File: config.mk
export PLATFORM = sky130hd
export DESIGN_NAME = cfgbyte_i2c_guard
export DESIGN_NICKNAME = d
export VERILOG_FILES = /design/src/rtl/cfgguard_pkg.sv /design/src/rtl/cfgguard_sync.sv /design/src/rtl/cfgguard_link.sv /design/src/rtl/cfgguard_store.sv /design/src/rtl/cfgbyte_i2c_guard.sv
export SDC_FILE = /design/constraint.sdc
export NUM_CORES = 1
export LEC_CHECK = 0
export BUFFER_PORTS_ARGS = -buffer_cell sky130_fd_sc_hd__buf_2
export CAP_MARGIN = 20
export CORE_ASPECT_RATIO = 0.5
export CORE_MARGIN = 4
export CORE_UTILIZATION = 55
export CTS_CLUSTER_DIAMETER = 60
export CTS_CLUSTER_SIZE = 24
export DETAILED_ROUTE_END_ITERATION = 10
export PLACE_DENSITY = 0.75
export REMOVE_ABC_BUFFERS = 1
export SLEW_MARGIN = 20
export SYNTH_ARGS = -nofsm -noshare
export SYNTH_HDL_FRONTEND = slang
export SYNTH_SLANG_ARGS = --single-unit
File: constraint.sdc
create_clock -name clk -period 2.1 [get_ports clk]
set_input_delay 0 -clock clk [delete_from_list [all_inputs] [get_ports clk]]
set_output_delay 0 -clock clk [all_outputs]
set_load 0.1 [all_outputs]
File: src/rtl/cfgguard_pkg.sv
package cfgguard_pkg;

    localparam logic [3:0] PREAMBLE  = 4'b1011;
    localparam logic [8:0] REG_ADDR  = 9'h1FF;
    localparam logic [7:0] ARM_CODE  = 8'h02;
    localparam logic [7:0] ARM2_CODE = 8'h06;

    typedef struct packed {
        logic pup1;
        logic wd1;
        logic wd0;
        logic bp;
        logic pup0;
    } nv_fields_t;

    typedef enum logic [2:0] {
        L_IDLE, L_RX, L_ACK, L_TX, L_RACK
    } link_state_t;

    typedef enum logic [1:0] {
        K_SLAVE, K_ADDR, K_DATA
    } byte_kind_t;

    function automatic nv_fields_t fields_from_byte(input logic [7:0] b);
        nv_fields_t f;
        f.pup1 = b[7];
        f.wd1  = b[6];
        f.wd0  = b[5];
        f.bp   = b[4];
        f.pup0 = b[0];
        return f;
    endfunction

    function automatic logic [7:0] readback(input nv_fields_t f,
                                            input logic rwl,
                                            input logic wel);
        return {f.pup1, f.wd1, f.wd0, f.bp, 1'b0, rwl, wel, f.pup0};
    endfunction

endpackage

File: src/rtl/cfgguard_sync.sv
module cfgguard_sync #(
    parameter int STAGES = 2
) (
    input  logic clk,
    input  logic rst,
    input  logic scl_in,
    input  logic sda_in,
    output logic sda_s,
    output logic start_evt,
    output logic stop_evt,
    output logic scl_rise,
    output logic scl_fall
);
    logic [STAGES-1:0] scl_sr;
    logic [STAGES-1:0] sda_sr;
    logic              scl_d;
    logic              sda_d;
    logic              scl_s;

    always_ff @(posedge clk) begin
        if (rst) begin
            scl_sr <= '1;
            sda_sr <= '1;
            scl_d  <= 1'b1;
            sda_d  <= 1'b1;
        end else begin
            scl_sr <= {scl_sr[STAGES-2:0], scl_in};
            sda_sr <= {sda_sr[STAGES-2:0], sda_in};
            scl_d  <= scl_sr[STAGES-1];
            sda_d  <= sda_sr[STAGES-1];
        end
    end

    assign scl_s     = scl_sr[STAGES-1];
    assign sda_s     = sda_sr[STAGES-1];
    assign start_evt = scl_s & scl_d & sda_d & ~sda_s;
    assign stop_evt  = scl_s & scl_d & ~sda_d & sda_s;
    assign scl_rise  = scl_s & ~scl_d;
    assign scl_fall  = ~scl_s & scl_d;

endmodule

File: src/rtl/cfgguard_link.sv
module cfgguard_link
    import cfgguard_pkg::*;
#(
    parameter logic [1:0] DEV_SEL = 2'b00
) (
    input  logic        clk,
    input  logic        rst,
    input  logic        start_evt,
    input  logic        stop_evt,
    input  logic        scl_rise,
    input  logic        scl_fall,
    input  logic        sda_s,
    input  logic        busy,
    input  logic [7:0]  rd_byte,
    output logic        sda_oe,
    output logic        commit_req,
    output logic [7:0]  commit_byte,
    output link_state_t st_o,
    output byte_kind_t  kind_o
);
    link_state_t st;
    byte_kind_t  kind;
    logic [3:0]  bitcnt;
    logic [7:0]  sh;
    logic [7:0]  txsh;
    logic        rw;
    logic        a8;
    logic        ptr_hit;
    logic        got_data;
    logic [7:0]  pend;
    logic        pend_v;

    logic slave_ok;
    logic addr_ok;

    always_comb begin
        slave_ok = (sh[7:4] == PREAMBLE) && (sh[3:2] == DEV_SEL) && !busy &&
                   (!sh[0] || (ptr_hit && sh[1] == REG_ADDR[8]));
        addr_ok  = ({a8, sh} == REG_ADDR);
    end

    always_ff @(posedge clk) begin
        if (rst) begin
            st         <= L_IDLE;
            kind       <= K_SLAVE;
            bitcnt     <= '0;
            sh         <= '0;
            txsh       <= '0;
            rw         <= 1'b0;
            a8         <= 1'b0;
            ptr_hit    <= 1'b0;
            got_data   <= 1'b0;
            pend       <= '0;
            pend_v     <= 1'b0;
            commit_req <= 1'b0;
        end else begin
            commit_req <= 1'b0;
            if (stop_evt) begin
                commit_req <= pend_v;
                pend_v     <= 1'b0;
                st         <= L_IDLE;
            end else if (start_evt) begin
                st       <= L_RX;
                kind     <= K_SLAVE;
                bitcnt   <= '0;
                pend_v   <= 1'b0;
                got_data <= 1'b0;
            end else begin
                unique case (st)
                    L_RX: begin
                        if (scl_rise && bitcnt < 4'd8) begin
                            sh     <= {sh[6:0], sda_s};
                            bitcnt <= bitcnt + 4'd1;
                        end else if (scl_fall && bitcnt == 4'd8) begin
                            unique case (kind)
                                K_SLAVE: begin
                                    rw <= sh[0];
                                    a8 <= sh[1];
                                    st <= slave_ok ? L_ACK : L_IDLE;
                                end
                                K_ADDR: begin
                                    ptr_hit <= addr_ok;
                                    st      <= addr_ok ? L_ACK : L_IDLE;
                                end
                                default: begin
                                    if (!got_data) begin
                                        pend     <= sh;
                                        pend_v   <= 1'b1;
                                        got_data <= 1'b1;
                                        st       <= L_ACK;
                                    end else begin
                                        st <= L_IDLE;
                                    end
                                end
                            endcase
                        end
                    end
                    L_ACK: begin
                        if (scl_fall) begin
                            bitcnt <= '0;
                            if (kind == K_SLAVE && rw) begin
                                st   <= L_TX;
                                txsh <= rd_byte;
                            end else begin
                                st   <= L_RX;
                                kind <= (kind == K_SLAVE) ? K_ADDR : K_DATA;
                            end
                        end
                    end
                    L_TX: begin
                        if (scl_fall) begin
                            if (bitcnt == 4'd7) begin
                                st <= L_RACK;
                            end else begin
                                txsh   <= {txsh[6:0], 1'b0};
                                bitcnt <= bitcnt + 4'd1;
                            end
                        end
                    end
                    L_RACK: begin
                        if (scl_rise) st <= L_IDLE;
                    end
                    default: ;
                endcase
            end
        end
    end

    assign sda_oe      = (st == L_ACK) || (st == L_TX && !txsh[7]);
    assign commit_byte = pend;
    assign st_o        = st;
    assign kind_o      = kind;

endmodule

File: src/rtl/cfgguard_store.sv
module cfgguard_store
    import cfgguard_pkg::*;
#(
    parameter int         BUSY_CYCLES = 500,
    parameter logic [4:0] NV_INIT     = 5'b00000
) (
    input  logic       clk,
    input  logic       rst,
    input  logic       commit_req,
    input  logic [7:0] commit_byte,
    output nv_fields_t nv,
    output logic       wel,
    output logic       rwl,
    output logic       busy
);
    localparam int CW = $clog2(BUSY_CYCLES + 1);

    nv_fields_t    nv_q = nv_fields_t'(NV_INIT);
    logic [CW-1:0] busy_cnt;

    always_ff @(posedge clk) begin
        if (commit_req && rwl && !rst) nv_q <= fields_from_byte(commit_byte);
    end

    always_ff @(posedge clk) begin
        if (rst) begin
            wel      <= 1'b0;
            rwl      <= 1'b0;
            busy_cnt <= '0;
        end else begin
            if (busy_cnt != '0) busy_cnt <= busy_cnt - 1'b1;
            if (commit_req) begin
                if (rwl) begin
                    wel      <= 1'b0;
                    rwl      <= 1'b0;
                    busy_cnt <= CW'(BUSY_CYCLES);
                end else if (commit_byte == ARM_CODE) begin
                    wel <= 1'b1;
                end else if (commit_byte == ARM2_CODE && wel) begin
                    rwl <= 1'b1;
                end
            end
        end
    end

    assign nv   = nv_q;
    assign busy = (busy_cnt != '0);

endmodule

File: src/rtl/cfgbyte_i2c_guard.sv
module cfgbyte_i2c_guard
    import cfgguard_pkg::*;
#(
    parameter int         SYNC_STAGES = 2,
    parameter logic [1:0] DEV_SEL     = 2'b00,
    parameter int         BUSY_CYCLES = 500,
    parameter logic [4:0] NV_INIT     = 5'b00000
) (
    input  logic       clk,
    input  logic       rst,
    input  logic       scl_in,
    input  logic       sda_in,
    output logic       sda_out,
    output logic       sda_oe,
    output logic [1:0] cfg_wd,
    output logic [1:0] cfg_pup,
    output logic       cfg_bp
);
    logic        sda_s, start_evt, stop_evt, scl_rise, scl_fall;
    logic        busy, wel, rwl, commit_req;
    logic [7:0]  commit_byte;
    nv_fields_t  nv;
    link_state_t link_st;
    byte_kind_t  link_kind;

    cfgguard_sync #(.STAGES(SYNC_STAGES)) u_sync (
        .clk(clk), .rst(rst), .scl_in(scl_in), .sda_in(sda_in),
        .sda_s(sda_s), .start_evt(start_evt), .stop_evt(stop_evt),
        .scl_rise(scl_rise), .scl_fall(scl_fall)
    );

    cfgguard_link #(.DEV_SEL(DEV_SEL)) u_link (
        .clk(clk), .rst(rst), .start_evt(start_evt), .stop_evt(stop_evt),
        .scl_rise(scl_rise), .scl_fall(scl_fall), .sda_s(sda_s),
        .busy(busy), .rd_byte(readback(nv, rwl, wel)),
        .sda_oe(sda_oe), .commit_req(commit_req), .commit_byte(commit_byte),
        .st_o(link_st), .kind_o(link_kind)
    );

    cfgguard_store #(.BUSY_CYCLES(BUSY_CYCLES), .NV_INIT(NV_INIT)) u_store (
        .clk(clk), .rst(rst), .commit_req(commit_req),
        .commit_byte(commit_byte), .nv(nv), .wel(wel), .rwl(rwl), .busy(busy)
    );

    assign sda_out = 1'b0;
    assign cfg_wd  = {nv.wd1, nv.wd0};
    assign cfg_pup = {nv.pup1, nv.pup0};
    assign cfg_bp  = nv.bp;

endmodule

==> results.md, run 1 <==
- Status: completed
- Synthesized instance count: between 300 and 400
- Final Hold Viols: 0
- Core Footprint: roughly 4600 µm²
- Setup WS post-layout: 0.222 ns
- Ys Warns: 0
- Synthesized flop and latch total: a little over 60
- Critical path class: reg2reg
- Via density: 5.90
- CP arrival: 2.14 ns
- CP delay by family, top: simple AND/OR/NAND/NOR gates
- Syn avg cell area: between 9 and 10 µm²
- Max Slew Vio Count: 0
- Logic gate share of total power: between 10% and 20%
- Layout cells sized above 1: 16.6%
- CTS Root Cell: clkbuf_8
- Clock slew at reported path FFs: 0.06 ns
- Clock latency on the worst-skew pair: roughly 0.33 ns
- CP max FO: 5
- Vias in the first global route: roughly 2200
- CTS Buf Count: 9
- Dpl hpwl: ~4100 µm
- Syn Std Cell Area: roughly 2800 µm²
- Async S/R FF share, synth: 0%
- Initial antenna violation count: 0
- Tcrit/Tclk final: 89.4%
- Seq/Total Area, Yosys: 45.7%
- DIE AREA: 6330 µm²
- Chip Height: 58.3 µm
- Switching share of power: between 20% and 30%
- Hold Crit Class: in2reg
- Fin area: 3160 µm²
- VDD IR max: 0.471 mV
- Core Rows: 17
- Reg power frac: 45.5%
- Highest routed layer: met4
- Worst-path cell with the longest stage delay: or4_1
- Cell variety after synth: 53
- Pin count of the biggest net entering global routing: 32
- Die width: 109 µm
- Antenna cells: 0
- Gr ovfl total: 0
- Core Util, Final: 68.1%
- CTS max path bufs: 2
- H-tree level count: 3
- DR WL met2: between 2000 and 3000 µm
- CP startpoint kind: register
- Most frequent cells in the layout: 55 x dfxtp_1, 32 x a21oi_1, 31 x nor2_1
- CTS sink cnt: 61
- Hold path start: rst
- Tmin final: between 1.5 and 2 ns
- Post-synth top flop: dfxtp_1
- Power share of the clock group: 35.7%
- Max incr delay on CP: 0.54 ns
- CP cell instances: inv_1, ha_1, nand3b_4, or3_1, or4_1, a21oi_1
- Routed wl met3: ~320 µm
- Fin nets: 327
- Total power: approximately 2.8 mW
- Detail Route Antenna Nets: 0
- Pre-CTS WS: approximately 0.26 ns
- Area after detailed placement: between 2000 and 3000 µm²
- Initial Utilization: between 60% and 70%
- Final setup violation count: 0
- Final setup TNS: 0 ns
- Req. time, crit path: 2.36 ns
- Initial DRC Count: 200
- Worst setup EP type: register
- CP Buf/Inv Count: 1
- Leakage power: ~1.2 nW
- Max cap viols: 0
- Max Fclk: around 530 MHz
- DR vias: 2307
- IO Pins: 11
- WL met1: 2830 µm
- Port Buffers: 9
- 1st-pass router iterations: 4
- P&R area growth vs syn: 13.3%
- Post-synth EDFFs: 5
- Commonest non-fill, non-tap cell in the layout: dfxtp_1
- Post-CTS Setup Inserts: 0
- First-pass GRT wire length: 10300 µm
- Actual slew at the worst max-slew pin: a little over 0.6 ns
- CTS tree: yes
- Net switching power: between 0.7 and 0.8 mW
- Worst Setup SP: u_link.bitcnt[0]
- Gpl congestion: 0.865
- GRT Util Overall: 21.1%
- Unrepaired setup endpoints after global routing: false
- PD cells: 896 nW/µm²
- Clk_skew: 0.00669 ns
- Slew margin rel.: 58.1%
- Routed len/inst: 14.9 µm
- Pint: 2.07 mW
- Worst reg2reg path startpoint: u_link.bitcnt[0]
- Final wirelength: 5840 µm
- Drt drc: 0
stage by stage:
stage	instances	hold WS (ns)
after floorplan	286	0.0691
after global placement	373	0.182
after detailed placement	373	0.185
after CTS	391	0.0170
after global routing	391	0.0519
final	391	0.0320
path summary, 6_finish.rpt:
| path | cells past startpoint | endpoint | slack, ns |
|---|---|---|---|
| max | 6 | u_link.ptr_hit | 0.22 |
| min | 2 | u_link.sh[0] | 0.03 |
| max reg2reg | 6 | u_link.ptr_hit | 0.22 |
| min reg2reg | 1 | u_sync.sda_sr[1] | 0.41 |
flip-flops by register name, indices dropped and copies added (netlist names):
signal / flops
u_link.got_data: 1
u_sync.sda_d: 1
u_link.rw: 1
u_link.bitcnt: 4
u_link.commit_byte: 8
u_link.commit_req: 1
u_store.busy_cnt: 9
u_link.kind_o: 2
u_store.wel: 1
u_sync.scl_d: 1
u_link.a8: 1
u_store.nv: 5
u_link.st_o: 3
u_link.ptr_hit: 1
u_sync.scl_sr: 2
u_store.rwl: 1
u_link.txsh: 8
u_link.pend_v: 1
u_sync.sda_sr: 2
u_link.sh: 8
per-layer routing:
layer / vias to the layer above / global-route usage (%)
li1: 1151 / -
met1: 1078 / 27.7
met2: 64 / 32.9
met3: 14 / 6.24
met4: 0 / 8.81
met5: - / 0
synthesized netlist by cell type, drive strengths merged, types with 4 or more instances:
master   n  area share (%)
a31oi    5             1.1
nor3     4            0.72
clkbuf  13             1.8
or2      8             1.8
nand2b   7             1.6
nand2   19             2.6
nor3b    4             1.3
inv      5            0.67
edfxtp   5             5.4
nor4     6             1.3
nor2b    9             2.0
nor2    31             4.2
a22o     4             1.3
a21oi   32             5.8
mux2i   17             6.1
a311oi   7             2.2
nand3   11             2.0
or4      4             1.3
o21ai    8             1.4
dfxtp   56              40
repair_timing:
action                     CTS  global route
resized for setup            0             1
hold buffers                 2             0
setup endpoints to repair    0             1
hold endpoints to repair     2             0
logic make-up after synthesis:
| family | share of synthesized area, % |
|---|---|
| AO/OA/AOI/OAI | 17.0 |
| XOR/XNOR | 1.26 |
| adder cells (fa/ha/maj) | 1.35 |
| buffers and inverters | 3.06 |
| flip-flops | 45.7 |
| multiplexers | 6.52 |
| other | 0.135 |
| AND/OR/NAND/NOR | 25.0 |
power by group through the flow:
stage | Sequential, mW | Combinational [mW] | Clock (mW)
3_3_place_gp | 1.31 | 0.507 | 0
5_1_grt | 1.30 | 0.606 | 1.10
4_1_cts | 1.29 | 0.531 | 1.03
6_report | 1.29 | 0.531 | 1.01
2_1_floorplan | 1.30 | 0.410 | 0
3_5_place_dp | 1.31 | 0.525 | 0
cell type report:
| class | count | area, µm² |
|---|---|---|
| clock inverter | 4 | 47.5 |
| fill | 402 | 1480 |
| clock buffer | 12 | 145 |
| sequential | 61 | 1270 |
| multi-input combinational | 220 | 1430 |
| inverter | 5 | 18.8 |
| timing repair buffer | 23 | 155 |
| tap | 66 | 82.6 |
Note: power is estimated with default switching activity, not from simulation.
==> run 2, diff against run 1 <==
--- a/config.mk
+++ b/config.mk
@@ -14,6 +14,7 @@
 export CTS_CLUSTER_SIZE = 24
 export DETAILED_ROUTE_END_ITERATION = 10
 export PLACE_DENSITY = 0.75
+export RECOVER_POWER = 50
 export REMOVE_ABC_BUFFERS = 1
 export SLEW_MARGIN = 20
 export SYNTH_ARGS = -nofsm -noshare
==> run 2 against run 1 <==
Against the previous run:
- clock-buffer cell count stayed put
- critical path depth stayed put
- worst setup slack hardly changed
- critical path type unchanged
- highest routed layer unchanged
==> results.md, run 2 (same netlist as run 1, synthesis figures left out) <==
- Status: completed
- Most frequent cells in the layout: 55 x dfxtp_1, 32 x a21oi_1, 31 x nor2_1
- Core Rows: 17
- Req. time, crit path: 2.36 ns
- Initial antenna violation count: 0
- IO Pins: 11
- Max Fclk: 533 MHz
- Final setup violation count: 0
- WL met1: 2890 µm
- Final Non-Filler Cells: 391
- Unrepaired setup endpoints after global routing: false
- Dpl hpwl: 4080 µm
- Initial Utilization: 60.0%
- DIE AREA: ~6300 µm²
- Detail Route Antenna Nets: 0
- DR vias: ~2300
- 1st-pass router iterations: 5
- Slew margin rel.: 22.1%
- Final Hold Viols: 0
- Port Buffers: 9
- Actual slew at the worst max-slew pin: 1.17 ns
- Final hold slack: 0.0355 ns
- Highest routed layer: met4
- Critical path class: reg2reg
- CTS tree: yes
- CP startpoint kind: register
- Filler cells: between 400 and 500
- Routed wl met3: between 200 and 300 µm
- Vias in the first global route: 2210
- CTS Buf Count: 9
- Via density: 5.86
- Drt drc: 0
- Switching share of power: a little over a quarter
- Worst setup EP type: register
- VDD IR max: about 0.44 mV
- CTS Root Cell: clkbuf_8
- Tmin final: between 1.5 and 2 ns
- Gr ovfl total: 0
- CP max FO: 5
- Layout cells sized above 1: 14.5%
- Leakage power: 1.14 nW
- CP arrival: roughly 2.1 ns
- Chip Height: 58.3 µm
- Final wirelength: between 5000 and 6000 µm
- Pin count of the biggest net entering global routing: 32
- Fin nets: around 330
- PD cells: 894 nW/µm²
- Pint: 2.05 mW
- Clk_skew: 0.00730 ns
- Total power: 2.81 mW
- H-tree level count: 3
- P&R area growth vs syn: 12.9%
- GRT Util Overall: 21.1%
- Die width: 109 µm
- CTS sink cnt: just over 60
- DR WL met2: 2570 µm
- Tcrit/Tclk final: a little under 90%
- Routed len/inst: 14.9 µm
- Max Slew Vio Count: 0
- Initial DRC Count: 201
- Antenna cells: 0
- Max cap viols: 0
- Hold Crit Class: in2reg
- Max reg flops: 9
- First-pass GRT wire length: slightly above 10000 µm
- Gpl congestion: 0.865
- Commonest non-fill, non-tap cell in the layout: dfxtp_1
- Power share of the clock group: 35.7%
- Clock slew at reported path FFs: about 0.060 ns
- Net switching power: 0.755 mW
- Logic gate share of total power: 18.5%
- Core Footprint: 4640 µm²
- # placed instances: 373
- Reg power frac: a little under half
- Clock latency on the worst-skew pair: 0.33 ns
- Largest Register: u_store.busy_cnt
- CTS max path bufs: 2
==> run 2: cell count changes in the layout (fill, tap and decap cells not counted), sizes merged <==
cell / previous run / this run
buf: 21 / 15
clkbuf: 12 / 18
==> run 2: final cells by class <==
type                       count  area (µm²)  share of cell area, %
clock buffer                  12         145                   4.62
clock inverter                 4        47.5                   1.51
inverter                       5        18.8                  0.597
multi-input combinational    220        1430                   45.5
sequential                    61        1270                   40.5
tap                           66        82.6                   2.63
timing repair buffer          23         145                   4.62
==> run 2: timing repair <==
action / in CTS / in global routing
endpoints found under the hold margin: 2 / 0
hold buffers: 2 / 0
endpoints found under the setup margin: 0 / 1
setup buffers: 0 / 0
resized for setup: 0 / 1
==> run 2: final timing paths <==
path	startpoint	to	slack, ns	depth (start not counted)
worst max-delay path	u_link.bitcnt[0]	u_link.ptr_hit	0.22	6
worst min-delay path	rst	u_link.sh[0]	0.04	2
worst max register to register	u_link.bitcnt[0]	u_link.ptr_hit	0.22	6
worst min register to register	u_sync.sda_sr[0]	u_sync.sda_sr[1]	0.41	1
==> run 2: layer usage <==
metal	GRT usage, %	up-vias
met5	0	-
met4	8.81	0
met3	6.24	13
met2	32.9	52
met1	27.7	1076
li1	-	1150
==> run 2: worst max-delay path, cell delays in order (launching register included) <==
cell	delay, ns
dfxtp_1	0.34
inv_1	0.06
ha_1	0.19
nand3b_4	0.11
or3_1	0.41
or4_1	0.54
a21oi_1	0.17
==> run 2: power by group through the flow <==
| stage | clock, mW | sequential [mW] | combinational (mW) |
|---|---|---|---|
| 3_3_place_gp | 0 | 1.31 | 0.507 |
| 4_1_cts | 1.03 | 1.29 | 0.531 |
| 2_1_floorplan | 0 | 1.30 | 0.410 |
| 3_5_place_dp | 0 | 1.31 | 0.525 |
| 6_report | 1.00 | 1.29 | 0.520 |
| 5_1_grt | 1.10 | 1.29 | 0.593 |
==> run 2: metrics by stage <==
| step | utilization (%) | cell area [µm²] | setup WS [ns] | TNS, ns |
|---|---|---|---|---|
| floorplan | - | 2720 | -0.920 | -3.61 |
| global placement | 63.4 | 2940 | 0.329 | 0 |
| detailed placement | 63.4 | 2940 | 0.261 | 0 |
| CTS | 68.0 | 3150 | 0.119 | 0 |
| global route | 67.8 | 3140 | 0.125 | 0 |
| finish | 67.8 | 3140 | 0.222 | 0 |
==> run 3, diff against run 2 <==
--- a/config.mk
+++ b/config.mk
@@ -5,7 +5,7 @@
 export SDC_FILE = /design/constraint.sdc
 export NUM_CORES = 1
 export LEC_CHECK = 0
-export BUFFER_PORTS_ARGS = -buffer_cell sky130_fd_sc_hd__buf_2
+export BUFFER_PORTS_ARGS = -buffer_cell sky130_fd_sc_hd__buf_4
 export CAP_MARGIN = 20
 export CORE_ASPECT_RATIO = 0.5
 export CORE_MARGIN = 4
==> run 3 against run 2 <==
Against the previous run:
- global-route usage is 0.20 points higher
- sequential power hardly changed
- hold slack better by 0.067 ns
- clock skew rose by 0.0015 ns
- utilization up 0.16 points
- maximum frequency fell by 1.5%
- cell count down 0.77%
- design area up 0.24%
- clock power rose by 8%
- worst setup slack worse by 0.029 ns
- largest power group unchanged
==> results.md, run 3 (same netlist as run 1, synthesis figures left out) <==
- Core Footprint: between 4000 and 5000 µm²
- Filler cells: 392
- P&R area growth vs syn: 13.1%
- Pre-CTS WS: 0.179 ns
- CP max FO: 5
- Critical path class: reg2reg
- Tmin final: ~1.9 ns
- FF-to-FF End: u_link.ptr_hit
- GRT busiest layer: met2
- Layout cells sized above 1: about 15%
- Slew margin rel.: 21.9%
- Hold Crit Class: in2reg
- Worst setup EP type: register
- Largest Register: u_store.busy_cnt
- Unrepaired setup endpoints after global routing: false
- M2 GR Usage: approximately a third
- Initial Utilization: 60.0%
- Total power: 2.90 mW
- Initial DRC Count: 166
- Worst reg2reg path startpoint: u_link.bitcnt[0]
- Area after detailed placement: between 2000 and 3000 µm²
- Max cap viols: 0
- Commonest non-fill, non-tap cell in the layout: dfxtp_1
- Fin nets: around 330
- Most frequent cells in the layout: 56 x dfxtp_1, 32 x a21oi_1, 31 x nor2_1
- Initial antenna violation count: 0
- CTS Buf Count: 9
- 1st-pass router iterations: 5
- CP startpoint kind: register
- Grt met3 use: between 7 and 8%
- Drt drc: 0
- CP arrival: 2.16 ns
- GRT Util Overall: 21.3%
- Detail Route Antenna Nets: 0
- Max reg flops: 9
- Routed len/inst: 15.7 µm
- CTS Root Cell: clkbuf_8
- VDD IR max: 0.451 mV
- Worst Setup SP: u_link.bitcnt[0]
- Tcrit/Tclk final: about nine tenths
- Max Slew Vio Count: 0
- Actual slew at the worst max-slew pin: 1.18 ns
- PD cells: roughly 900 nW/µm²
- Gr ovfl total: 0
- Final setup violation count: 0
- DR vias: 2312
- Max Fclk: approximately 520 MHz
- Leakage power: 1.15 nW
- Final Hold Viols: 0
- Clock slew at reported path FFs: 0.06 ns
- Dpl hpwl: between 4000 and 5000 µm
- Pin count of the biggest net entering global routing: 46
- Die width: 109 µm
- Gpl congestion: ~0.86
- Setup WS post-layout: 0.193 ns
- Core Rows: 17
- GR Layer Usage met1: 27.1%
- CTS max path bufs: 2
- Port Buffers: 9
- CTS tree: yes
- Post-CTS Setup Inserts: 0
- Fin area: 3150 µm²
- Reg2reg setup slack: 0.19 ns
- Status: completed
- Chip Height: 58.3 µm
- R2R cell count: 6
- Clk_skew: 0.00884 ns
- First-pass GRT wire length: 10400 µm
- Critical path endpoint: u_link.ptr_hit
- Req. time, crit path: 2.35 ns
- Final setup TNS: 0 ns
- H-tree level count: 3
- Via density: 5.96
- Clock latency on the worst-skew pair: roughly 0.33 ns
- Vias in the first global route: 2200
- IO Pins: 11
- Antenna cells: 0
- Final wirelength: 6080 µm
- DIE AREA: roughly 6300 µm²
- CTS sink cnt: 61
==> run 3: where the power goes <==
part	total, mW	internal, mW	leakage, nW	switching [mW]
Combinational	0.530	0.248	0.541	0.283
Sequential	1.29	1.23	0.500	0.0584
Clock	1.08	0.639	0.108	0.440
==> run 3: cell type report <==
type	instances	area, µm²	share of cell area (%)
Clock buffer	12	165	5.24
Clock inverter	3	43.8	1.39
Inverter	5	18.8	0.596
Multi-Input combinational cell	220	1420	45.2
Sequential cell	61	1270	40.4
Tap cell	66	82.6	2.62
Timing Repair Buffer	21	144	4.57
==> run 3: stage by stage <==
step                      cells  utilization, %  hold slack (ns)
after detailed placement    371            63.6            0.188
after floorplan             286               -           0.0691
after global placement      371            63.6            0.185
after global routing        388            67.9           0.0904
after CTS                   388            68.5           0.0851
final                       388            67.9            0.103
==> run 3: metal layers <==
| metal | vias to the layer above | wire length, µm |
|---|---|---|
| li1 | 1131 | - |
| met1 | 1102 | 2800 |
| met2 | 67 | 2870 |
| met3 | 12 | 349 |
| met4 | 0 | 68 |
| met5 | - | 0 |
==> run 3: how the worst min path moves through the flow <==
stage          startpoint                     to  cells after the start
2_1_floorplan         rst         u_link.ptr_hit                      1
3_3_place_gp       sda_in       u_sync.sda_sr[0]                      2
3_5_place_dp       sda_in       u_sync.sda_sr[0]                      2
4_1_cts               rst  u_link.commit_byte[6]                      2
5_1_grt               rst  u_link.commit_byte[7]                      2
6_report              rst              u_link.a8                      2
==> run 3: critical path: stages (launching register included) <==
cell	delay, ns
dfxtp_1	0.34
inv_1	0.06
ha_1	0.14
nand3b_1	0.18
or3_1	0.43
or4_1	0.53
a21oi_1	0.16
==> run 3: timing repair <==
item                       4_1_cts  5_1_grt
hold endpoints to repair         2        0
hold buffers                     2        0
setup endpoints to repair        0        2
resized for setup                0        1
